## src/rtl/urx_pkg.sv

```systemverilog
package urx_pkg;
  typedef enum logic [2:0] {
    ST_IDLE   = 3'd0,
    ST_START  = 3'd1,
    ST_DATA   = 3'd2,
    ST_PARITY = 3'd3,
    ST_STOP   = 3'd4
  } urx_state_e;

  localparam int unsigned OS_RATE  = 16;
  localparam int unsigned OS_W     = $clog2(OS_RATE);
  localparam logic [OS_W-1:0] OS_S0   = OS_W'(7);
  localparam logic [OS_W-1:0] OS_S1   = OS_W'(8);
  localparam logic [OS_W-1:0] OS_S2   = OS_W'(9);
  localparam logic [OS_W-1:0] OS_LAST = OS_W'(OS_RATE - 1);
endpackage

```

## src/rtl/urx_tick_gen.sv

```systemverilog
module urx_tick_gen #(
  parameter int DIV_W = 16
) (
  input  logic             clk,
  input  logic             rst,
  input  logic [DIV_W-1:0] divisor,
  output logic             tick
);
  logic [DIV_W-1:0] cnt_q;
  logic [DIV_W-1:0] limit;

  always_comb begin
    limit = (divisor == '0) ? '0 : divisor - DIV_W'(1);
  end

  always_ff @(posedge clk) begin
    if (rst) begin
      cnt_q <= '0;
      tick  <= 1'b0;
    end else if (cnt_q >= limit) begin
      cnt_q <= '0;
      tick  <= 1'b1;
    end else begin
      cnt_q <= cnt_q + DIV_W'(1);
      tick  <= 1'b0;
    end
  end


  tick_gap_chk: assert property (@(posedge clk) disable iff (rst)
    (tick && divisor > DIV_W'(1)) |=> (!tick || divisor != $past(divisor)));
endmodule

```

## src/rtl/urx_sync.sv

```systemverilog
module urx_sync #(
  parameter int STAGES = 2
) (
  input  logic clk,
  input  logic rst,
  input  logic din,
  output logic dout
);
  logic [STAGES-1:0] chain_q;

  always_ff @(posedge clk) begin
    if (rst) chain_q <= '1;
    else     chain_q <= {chain_q[STAGES-2:0], din};
  end

  assign dout = chain_q[STAGES-1];


  sync_idle_chk: assert property (@(posedge clk) disable iff (rst)
    $past(rst) |-> dout);
endmodule

```

## src/rtl/urx_vote.sv

```systemverilog
module urx_vote (
  input  logic [2:0] smp,
  output logic       level,
  output logic       noisy
);
  always_comb begin
    level = (smp[0] & smp[1]) | (smp[1] & smp[2]) | (smp[0] & smp[2]);
    noisy = (smp != 3'b000) && (smp != 3'b111);
  end
endmodule

```

## src/rtl/urx_frame_fsm.sv

```systemverilog
module urx_frame_fsm
  import urx_pkg::*;
#(
  parameter int DATA_W = 8
) (
  input  logic              clk,
  input  logic              rst,
  input  logic              tick,
  input  logic              line,
  input  logic              par_en,
  input  logic              par_odd,
  output logic              done,
  output logic [DATA_W-1:0] data,
  output logic              f_err,
  output logic              p_err,
  output logic              n_err
);
  localparam int IDX_W = (DATA_W > 1) ? $clog2(DATA_W) : 1;
  localparam logic [IDX_W-1:0] IDX_LAST = IDX_W'(DATA_W - 1);

  urx_state_e        state_q;
  logic [OS_W-1:0]   os_q;
  logic [IDX_W-1:0]  idx_q;
  logic              s0_q, s1_q;
  logic [DATA_W-1:0] shift_q;
  logic              par_q;
  logic              noise_q;
  logic              maj, nz;

  urx_vote vote_i (
    .smp   ({line, s1_q, s0_q}),
    .level (maj),
    .noisy (nz)
  );

  always_ff @(posedge clk) begin
    if (rst) begin
      state_q <= ST_IDLE;
      os_q    <= '0;
      idx_q   <= '0;
      s0_q    <= 1'b1;
      s1_q    <= 1'b1;
      shift_q <= '0;
      par_q   <= 1'b0;
      noise_q <= 1'b0;
      done    <= 1'b0;
      data    <= '0;
      f_err   <= 1'b0;
      p_err   <= 1'b0;
      n_err   <= 1'b0;
    end else begin
      done <= 1'b0;
      if (tick) begin
        if (state_q == ST_IDLE) begin
          if (!line) begin
            state_q <= ST_START;
            os_q    <= '0;
            noise_q <= 1'b0;
          end
        end else begin
          os_q <= os_q + OS_W'(1);
          if (os_q == OS_S0) s0_q <= line;
          if (os_q == OS_S1) s1_q <= line;
          if (os_q == OS_S2) begin
            case (state_q)
              ST_START: begin
                if (maj) state_q <= ST_IDLE;
                else     noise_q <= noise_q | nz;
              end
              ST_DATA: begin
                shift_q <= {maj, shift_q[DATA_W-1:1]};
                noise_q <= noise_q | nz;
              end
              ST_PARITY: begin
                par_q   <= maj;
                noise_q <= noise_q | nz;
              end
              ST_STOP: begin
                done    <= 1'b1;
                data    <= shift_q;
                f_err   <= !maj;
                p_err   <= par_en && (^shift_q ^ par_q ^ par_odd);
                n_err   <= noise_q | nz;
                state_q <= ST_IDLE;
              end
              default: state_q <= ST_IDLE;
            endcase
          end
          if (os_q == OS_LAST) begin
            case (state_q)
              ST_START: begin
                state_q <= ST_DATA;
                idx_q   <= '0;
              end
              ST_DATA: begin
                if (idx_q == IDX_LAST) state_q <= par_en ? ST_PARITY : ST_STOP;
                else                   idx_q   <= idx_q + IDX_W'(1);
              end
              ST_PARITY: state_q <= ST_STOP;
              default:   state_q <= ST_IDLE;
            endcase
          end
        end
      end
    end
  end


  done_pulse_chk: assert property (@(posedge clk) disable iff (rst)
    done |=> !done);


  idle_after_done_chk: assert property (@(posedge clk) disable iff (rst)
    done |-> (state_q == ST_IDLE || state_q == ST_START));
endmodule

```

## src/rtl/uart_noise_rx.sv

```systemverilog
module uart_noise_rx #(
  parameter int DATA_W = 8,
  parameter int DIV_W  = 16
) (
  input  logic              clk,
  input  logic              rst,
  input  logic [DIV_W-1:0]  divisor,
  input  logic              par_en,
  input  logic              par_odd,
  input  logic              rxd,
  input  logic              ack,
  output logic [DATA_W-1:0] rx_data,
  output logic              rx_valid,
  output logic              err_frame,
  output logic              err_parity,
  output logic              err_noise
);
  logic              tick;
  logic              line_s;
  logic              f_done;
  logic [DATA_W-1:0] f_data;
  logic              f_fe, f_pe, f_ne;
  logic              keep;

  urx_tick_gen #(.DIV_W(DIV_W)) tick_i (
    .clk     (clk),
    .rst     (rst),
    .divisor (divisor),
    .tick    (tick)
  );

  urx_sync #(.STAGES(2)) sync_i (
    .clk  (clk),
    .rst  (rst),
    .din  (rxd),
    .dout (line_s)
  );

  urx_frame_fsm #(.DATA_W(DATA_W)) fsm_i (
    .clk     (clk),
    .rst     (rst),
    .tick    (tick),
    .line    (line_s),
    .par_en  (par_en),
    .par_odd (par_odd),
    .done    (f_done),
    .data    (f_data),
    .f_err   (f_fe),
    .p_err   (f_pe),
    .n_err   (f_ne)
  );

  assign keep = rx_valid && !ack;

  always_ff @(posedge clk) begin
    if (rst) begin
      rx_data    <= '0;
      rx_valid   <= 1'b0;
      err_frame  <= 1'b0;
      err_parity <= 1'b0;
      err_noise  <= 1'b0;
    end else if (f_done) begin
      rx_data    <= f_data;
      rx_valid   <= 1'b1;
      err_frame  <= f_fe | (keep & err_frame);
      err_parity <= f_pe | (keep & err_parity);
      err_noise  <= f_ne | (keep & err_noise);
    end else if (ack) begin
      rx_valid   <= 1'b0;
      err_frame  <= 1'b0;
      err_parity <= 1'b0;
      err_noise  <= 1'b0;
    end
  end


  hold_valid_chk: assert property (@(posedge clk) disable iff (rst)
    (rx_valid && !ack && !f_done) |=> (rx_valid && $stable(rx_data)));


  sticky_noise_chk: assert property (@(posedge clk) disable iff (rst)
    (err_noise && !ack) |=> err_noise);


  ack_clear_chk: assert property (@(posedge clk) disable iff (rst)
    (ack && !f_done) |=> (!rx_valid && !err_frame && !err_parity && !err_noise));


  done_to_valid_chk: assert property (@(posedge clk) disable iff (rst)
    f_done |=> rx_valid);
endmodule

```

## config.mk

```make
export PLATFORM = sky130hd
export DESIGN_NAME = uart_noise_rx
export DESIGN_NICKNAME = d
export VERILOG_FILES = /design/src/rtl/urx_pkg.sv /design/src/rtl/urx_tick_gen.sv /design/src/rtl/urx_sync.sv /design/src/rtl/urx_vote.sv /design/src/rtl/urx_frame_fsm.sv /design/src/rtl/uart_noise_rx.sv
export SDC_FILE = /design/constraint.sdc
export NUM_CORES = 1
export LEC_CHECK = 0
export ABC_AREA = 1
export ABC_CLOCK_PERIOD_IN_PS = 3000
export BUFFER_PORTS_ARGS = -buffer_cell sky130_fd_sc_hd__buf_2
export CORE_UTILIZATION = 60
export DETAILED_ROUTE_END_ITERATION = 8
export GPL_TIMING_DRIVEN = 0
export PLACE_DENSITY = 0.8
export SYNTH_ARGS = -nofsm -noshare
export SYNTH_HDL_FRONTEND = slang
export SYNTH_SLANG_ARGS = --single-unit
```

## constraint.sdc

```tcl
create_clock -name clk -period 3 [get_ports clk]
set_input_delay 0.15 -clock clk [delete_from_list [all_inputs] [get_ports clk]]
set_output_delay 0.15 -clock clk [all_outputs]
set_load 0.01 [all_outputs]
```

# After elaboration in Yosys (flattened, before gate mapping)
# Index checks and enable logic that the tools add are counted.
totals:
  regBits: 65
  word_cells: 106
op_classes:
  n_addsub: 4
  magnitude_cmp: 1
  n_eq_ne: 13
  muxes: 26
  bitwise_logic: 17
  reduce_logical: 24
ops:
  columns: ["op", "count"]
  rows:
  - ["3-bit two-way mux", 8]
  - ["16-bit by 1-bit adder with 16-bit output, second input constant", 1]
  - ["16-bit greater-or-equal comparator", 1]
  - ["16-bit zero test", 1]
  - ["16-bit two-way mux", 1]
  - ["16-bit by 1-bit subtractor with 16-bit output, second input constant", 1]
  - ["4-bit equality test, second input constant", 3]
  - ["3-bit case mux with 2 select lines", 2]
  - ["4-bit AND reduction", 3]
  - ["1-bit two-way mux", 11]
  - ["5-bit AND reduction", 2]
  - ["3-bit case mux with 3 select lines", 1]
  - ["4-bit two-way mux", 2]
  - ["8-bit XOR reduction", 1]
  - ["1-bit AND", 6]
  - ["3-bit by 2-bit equality test with 1-bit output, second input constant", 2]
  - ["3-bit equality test, second input constant", 2]
  - ["3-bit != test, second input constant", 2]
  - ["1-bit bitwise OR", 6]
  - ["3-bit AND reduction", 2]
  - ["2-bit nonzero test", 3]
  - ["3-bit nonzero test", 2]
  - ["4-bit by 1-bit adder with 4-bit output, second input constant", 1]
  - ["4-bit by 3-bit equality test with 1-bit output, second input constant", 1]
  - ["other kinds (12)", 20]

# Longest topological paths before layout
logic_depth:
  word_depth: 10
  mapped_depth: 17
  mapped_depth_nobuf: 17

# By module
# A second synthesis with hierarchy kept.
hier_totals:
  cells_unflattened: 566
  hier_area_um2: 3942.5
modules_own_cells:
  columns: ["mod", "n_inst", "cells_per_inst", "area_per_inst_um2"]
  rows:
  - ["urx_frame_fsm", 1, 240, 1746.7]
  - ["urx_tick_gen", 1, 259, 1646.6]
  - ["uart_noise_rx", 1, 53, 461.7]
  - ["urx_sync", 1, 7, 58.8]
  - ["urx_vote", 1, 7, 28.8]

# Worst setup path after synthesis
# OpenSTA, ideal clock, no wires.
synth_timing:
  path_kind: "in2reg"
  startpoint: "input divisor[0]"
  endpoint: "register tick_i.cnt_q[10]"
  setup_time_ns: 0.064
  arrival_ns: 2.209
  required_ns: 2.936
  path_slack_ns: 0.727
  path_stages: 16
  n_path_buf: 1
  path_cell_list: "inv_1 -> ha_1 -> inv_1 -> nor3_1 -> nand2_1 -> o21bai_1 -> nand3_1 -> ha_1 -> nand2_1 -> inv_1 -> nand3_1 -> inv_1 -> a21oi_1 -> nand4_2 -> buf_6 -> nor2_1"
synth_between:
  elab_chain_cells: 4
synth_rtl:
  columns: ["element", "line_no", "rtl"]
  rows:
  - ["start, declared", "uart_noise_rx.sv:7", "input logic [DIV_W-1:0] divisor,"]
  - ["16-bit by 1-bit subtractor with 16-bit output or 16-bit zero test (tied branches)", "urx_tick_gen.sv:13", "limit = (divisor == '0) ? '0 : divisor - DIV_W'(1);"]
  - ["16-bit two-way mux *", "urx_tick_gen.sv:13", null]
  - ["16-bit greater-or-equal comparator *", "urx_tick_gen.sv:20", "end else if (cnt_q >= limit) begin"]
  - ["2-bit OR reduction (no line) *", null, null]
  - ["end signal, assigned", "urx_tick_gen.sv:24", "cnt_q <= cnt_q + DIV_W'(1);"]
  - ["end, declared", "urx_tick_gen.sv:9", "logic [DIV_W-1:0] cnt_q;"]
# Mark *: on every way between the ends. The rest lies on a longest branch, timed or not.
# A chain may end at the register's enable or synchronous reset.

# Worst setup path after layout
layout_timing:
  startpoint: "input divisor[0]"
  endpoint: "register tick_i.cnt_q[14]"
# Same word-level chain as after synthesis.

==> flow_summary.toml <==
[run_status]
status = "finished clean"

[logic_synthesis]
synth.most_common_cell = "nand2_1"
avgSynthCellArea_sq_um = 7.06
ys_top_cells_by_count = "nand2_1 (102), nor2_1 (76), dfxtp_1 (65), inv_1 (65), a21oi_1 (44)"
syn_nets = 580
yosysTopAreaCellShare_pct = 34.5
ys_ff_latch = 65
synth_edf_count = 0
syn_inst = 534
synth_area_leaders = "dfxtp_1 (35%), nand2_1 (10%), ha_1 (8.0%), nor2_1 (7.6%), inv_1 (6.5%)"
synth_area_sq_um = 3770
ys_seq_area_share_pct = 34.5
yosys.area.top_type = "dfxtp_1"
async_flop_share_pct = 0
yosys_warnings = 0
ys.flop_type = "dfxtp_1"
synth_cell_types = 39

[pwr]
seqPwrFrac_pct = 47.9
p_sw_w = 0.000418
cellPowerDensity_nw_per_um2 = 427
power.internal_w = 0.00140
combPwrFrac_pct = 6.2
power.leakage_nw = 1.99
swShare_pct = 23.0
peakVddDrop_mv = 0.365
p_clk_share_pct = 45.9

[critical_path]
critPathCaptureType = "flop"
r2r-end = "tick_i.cnt_q[14]"
cp.arrival_ps = 2830
worstSetupPathType = "input pin to flop"
r2r_start = "tick_i.cnt_q[15]"
worstSetupStartpointType = "input pin"
cp.required_ps = 3280
rrSetupSlack_ps = 1180
worstPathMaxFanout = 10
worstRegToRegCells = 9

[placement]
place_ws_ps = 92.5
io_buffers = 32
placed_area_sq_um = 4030
dp_hpwl_um = 6130
gp_congestion = 0.851

[timing]
fin_crit_sh_pct = 85.1
hold_viol = 0
maxSlewHeadroom_pct = 62.9
tightest_slew_ps = 556
setup_viol_count_final = 0
timing.fmax_ghz = 0.392
timing.final.crit_period_ps = 2550
final.setup_skew_ps = 8.83
setup_tns_ps = 0
fin_ws_ps = 447
whs_ps = 97.1
finalMaxSlewViolations = 0
rsz0062_at_grt = "no"

[global_routing]
grt_max_degree = 13
grt.overflow.total = 0
grt_pass1_wl_um = 13500
grt_pass1_vias = 3207
grt_util_all_layers_pct = 26.9
antenna_found_initial = 0

[clock_tree]
cts_max_level = 3
cts_tree = "built"
numCtsBuffers = 9
clock_sinks = 65
root_buffer = "clkbuf_8"
clk_path_buf_depth = 2
cts.clk_slew.worst_paths_ps = 80
worstSkewPairLatency_ps = 350

[cells_and_area]
fin_nets = 624
n_antenna_cell = 0
area_growth_pct = 13.1
final_area_sq_um = 4260
drive_gt1_share_pct = 15.4

[floorplan]
rows = 28
die_h_um = 81.3
core_sq_um = 5990
die_area_sq_um = 6610
die_w_um = 81.3
initial_core_util_pct = 62.9
num_io_pins = 34

[worst_hold_path]
hold_class = "input pin to flop"
hp-start = "ack"
holdPathEnd = "rx_valid"
min_path_cells = 4

[drt]
wire_per_inst_um = 12.3
num_vias = 3454
via_per_inst = 5.25
drt_iter0_markers = 183
drt-pass1-iter-count = 4
postRouteAntennaNets = 0
wl_um = 8080
drc = 0

[run]
drv_cap = 0
[flip-flops by register name (all words and copies together), names as in the netlist, 2 cells and up]
signal          flops
fsm_i.data          8
fsm_i.idx_q         3
fsm_i.os_q          4
fsm_i.shift_q       8
fsm_i.state_q       3
rx_data             8
sync_i.chain_q      2
tick_i.cnt_q       16
[worst max path at each step]
stage / startpoint / to / cells after the start
finish: divisor[0] / tick_i.cnt_q[14] / 18
floorplan: divisor[0] / tick_i.cnt_q[10] / 16
CTS: divisor[0] / tick_i.cnt_q[8] / 18
global route: divisor[0] / tick_i.cnt_q[9] / 17
global placement: divisor[0] / tick_i.cnt_q[5] / 18
detailed placement: divisor[0] / tick_i.cnt_q[14] / 18
[logic make-up (layout without fill, tap and decap cells)]
kind of cell / Yosys count / count (layout) / share of synthesized area (%)
AO/OA/AOI/OAI: 99 / 99 / 14.0
buffers and inverters: 82 / 131 / 8.86
adder cells (fa/ha/maj): 24 / 24 / 7.96
XOR/XNOR: 18 / 18 / 4.18
AND/OR/NAND/NOR: 246 / 246 / 30.5
flip-flops: 65 / 65 / 34.5
[critical path: stages]
cell and delay (ps):
buf_2 110, inv_1 130, ha_1 210, inv_1 60, nor3_1 330, nand2_1 150, inv_1 130, nand4_1 90
nand3_1 100, ha_1 240, nand2_1 70, inv_1 40, nand3_1 100, inv_1 50, a21oi_1 270, nand4_2 260
buf_6 220, nor2_1 100
[metrics by stage]
step,total power [W],utilization (%),cells
CTS,0.00183,71.2,658
detailed placement,0.00100,67.2,641
global placement,0.00100,67.2,641
floorplan,0.000965,-,534
finish,0.00182,71.2,658
global route,0.00189,71.2,658
[area by class of cell]
cell class              count  area (sq um)
multi-input cells         387          2140
fillers                   534          1730
flip-flops and latches     65          1300
inverters                  72           270
repair buffers             33           170
clock buffers              10           138
well taps                  75          93.8
clock inverters             6          91.3
plain buffers              10          63.8
[cells in the final DEF, fill, tap and decap left out, types with 4 or more instances in the layout]
master	count
inv_2	7
inv_1	65
ha_1	24
nor2_1	76
xnor2_1	7
buf_2	32
or2_2	4
nor3_1	6
xor2_1	11
o21ai_0	40
a21oi_1	44
o21ai_1	5
clkbuf_1	6
clkbuf_8	10
nand4_1	4
nand2_1	102
dfxtp_1	65
nand3_2	7
nand3_1	24
[power by group through the flow]
stage               clock network [W]   logic, W  registers (W)
floorplan                           0  0.0000733       0.000891
global placement                    0   0.000108       0.000892
detailed placement                  0   0.000111       0.000892
CTS                          0.000849   0.000113       0.000872
global route                 0.000885   0.000130       0.000872
finish                       0.000836   0.000113       0.000872
[metal layers]
| layer | GRT usage, % | vias up | part of all wire, % |
|---|---|---|---|
| li1 | - | 1805 | - |
| met1 | 33.2 | 1577 | 47 |
| met2 | 45.5 | 60 | 49 |
| met3 | 7.08 | 12 | 3.4 |
| met4 | 7.68 | 0 | 1.3 |
| met5 | 0 | - | 0 |
[what timing repair did]
action                    CTS  global route
hold endpoints to repair    1             0
resized for setup           0             0
buffers inserted            0             0
hold buffers                1             0
Power figures use the tool's default switching activity.
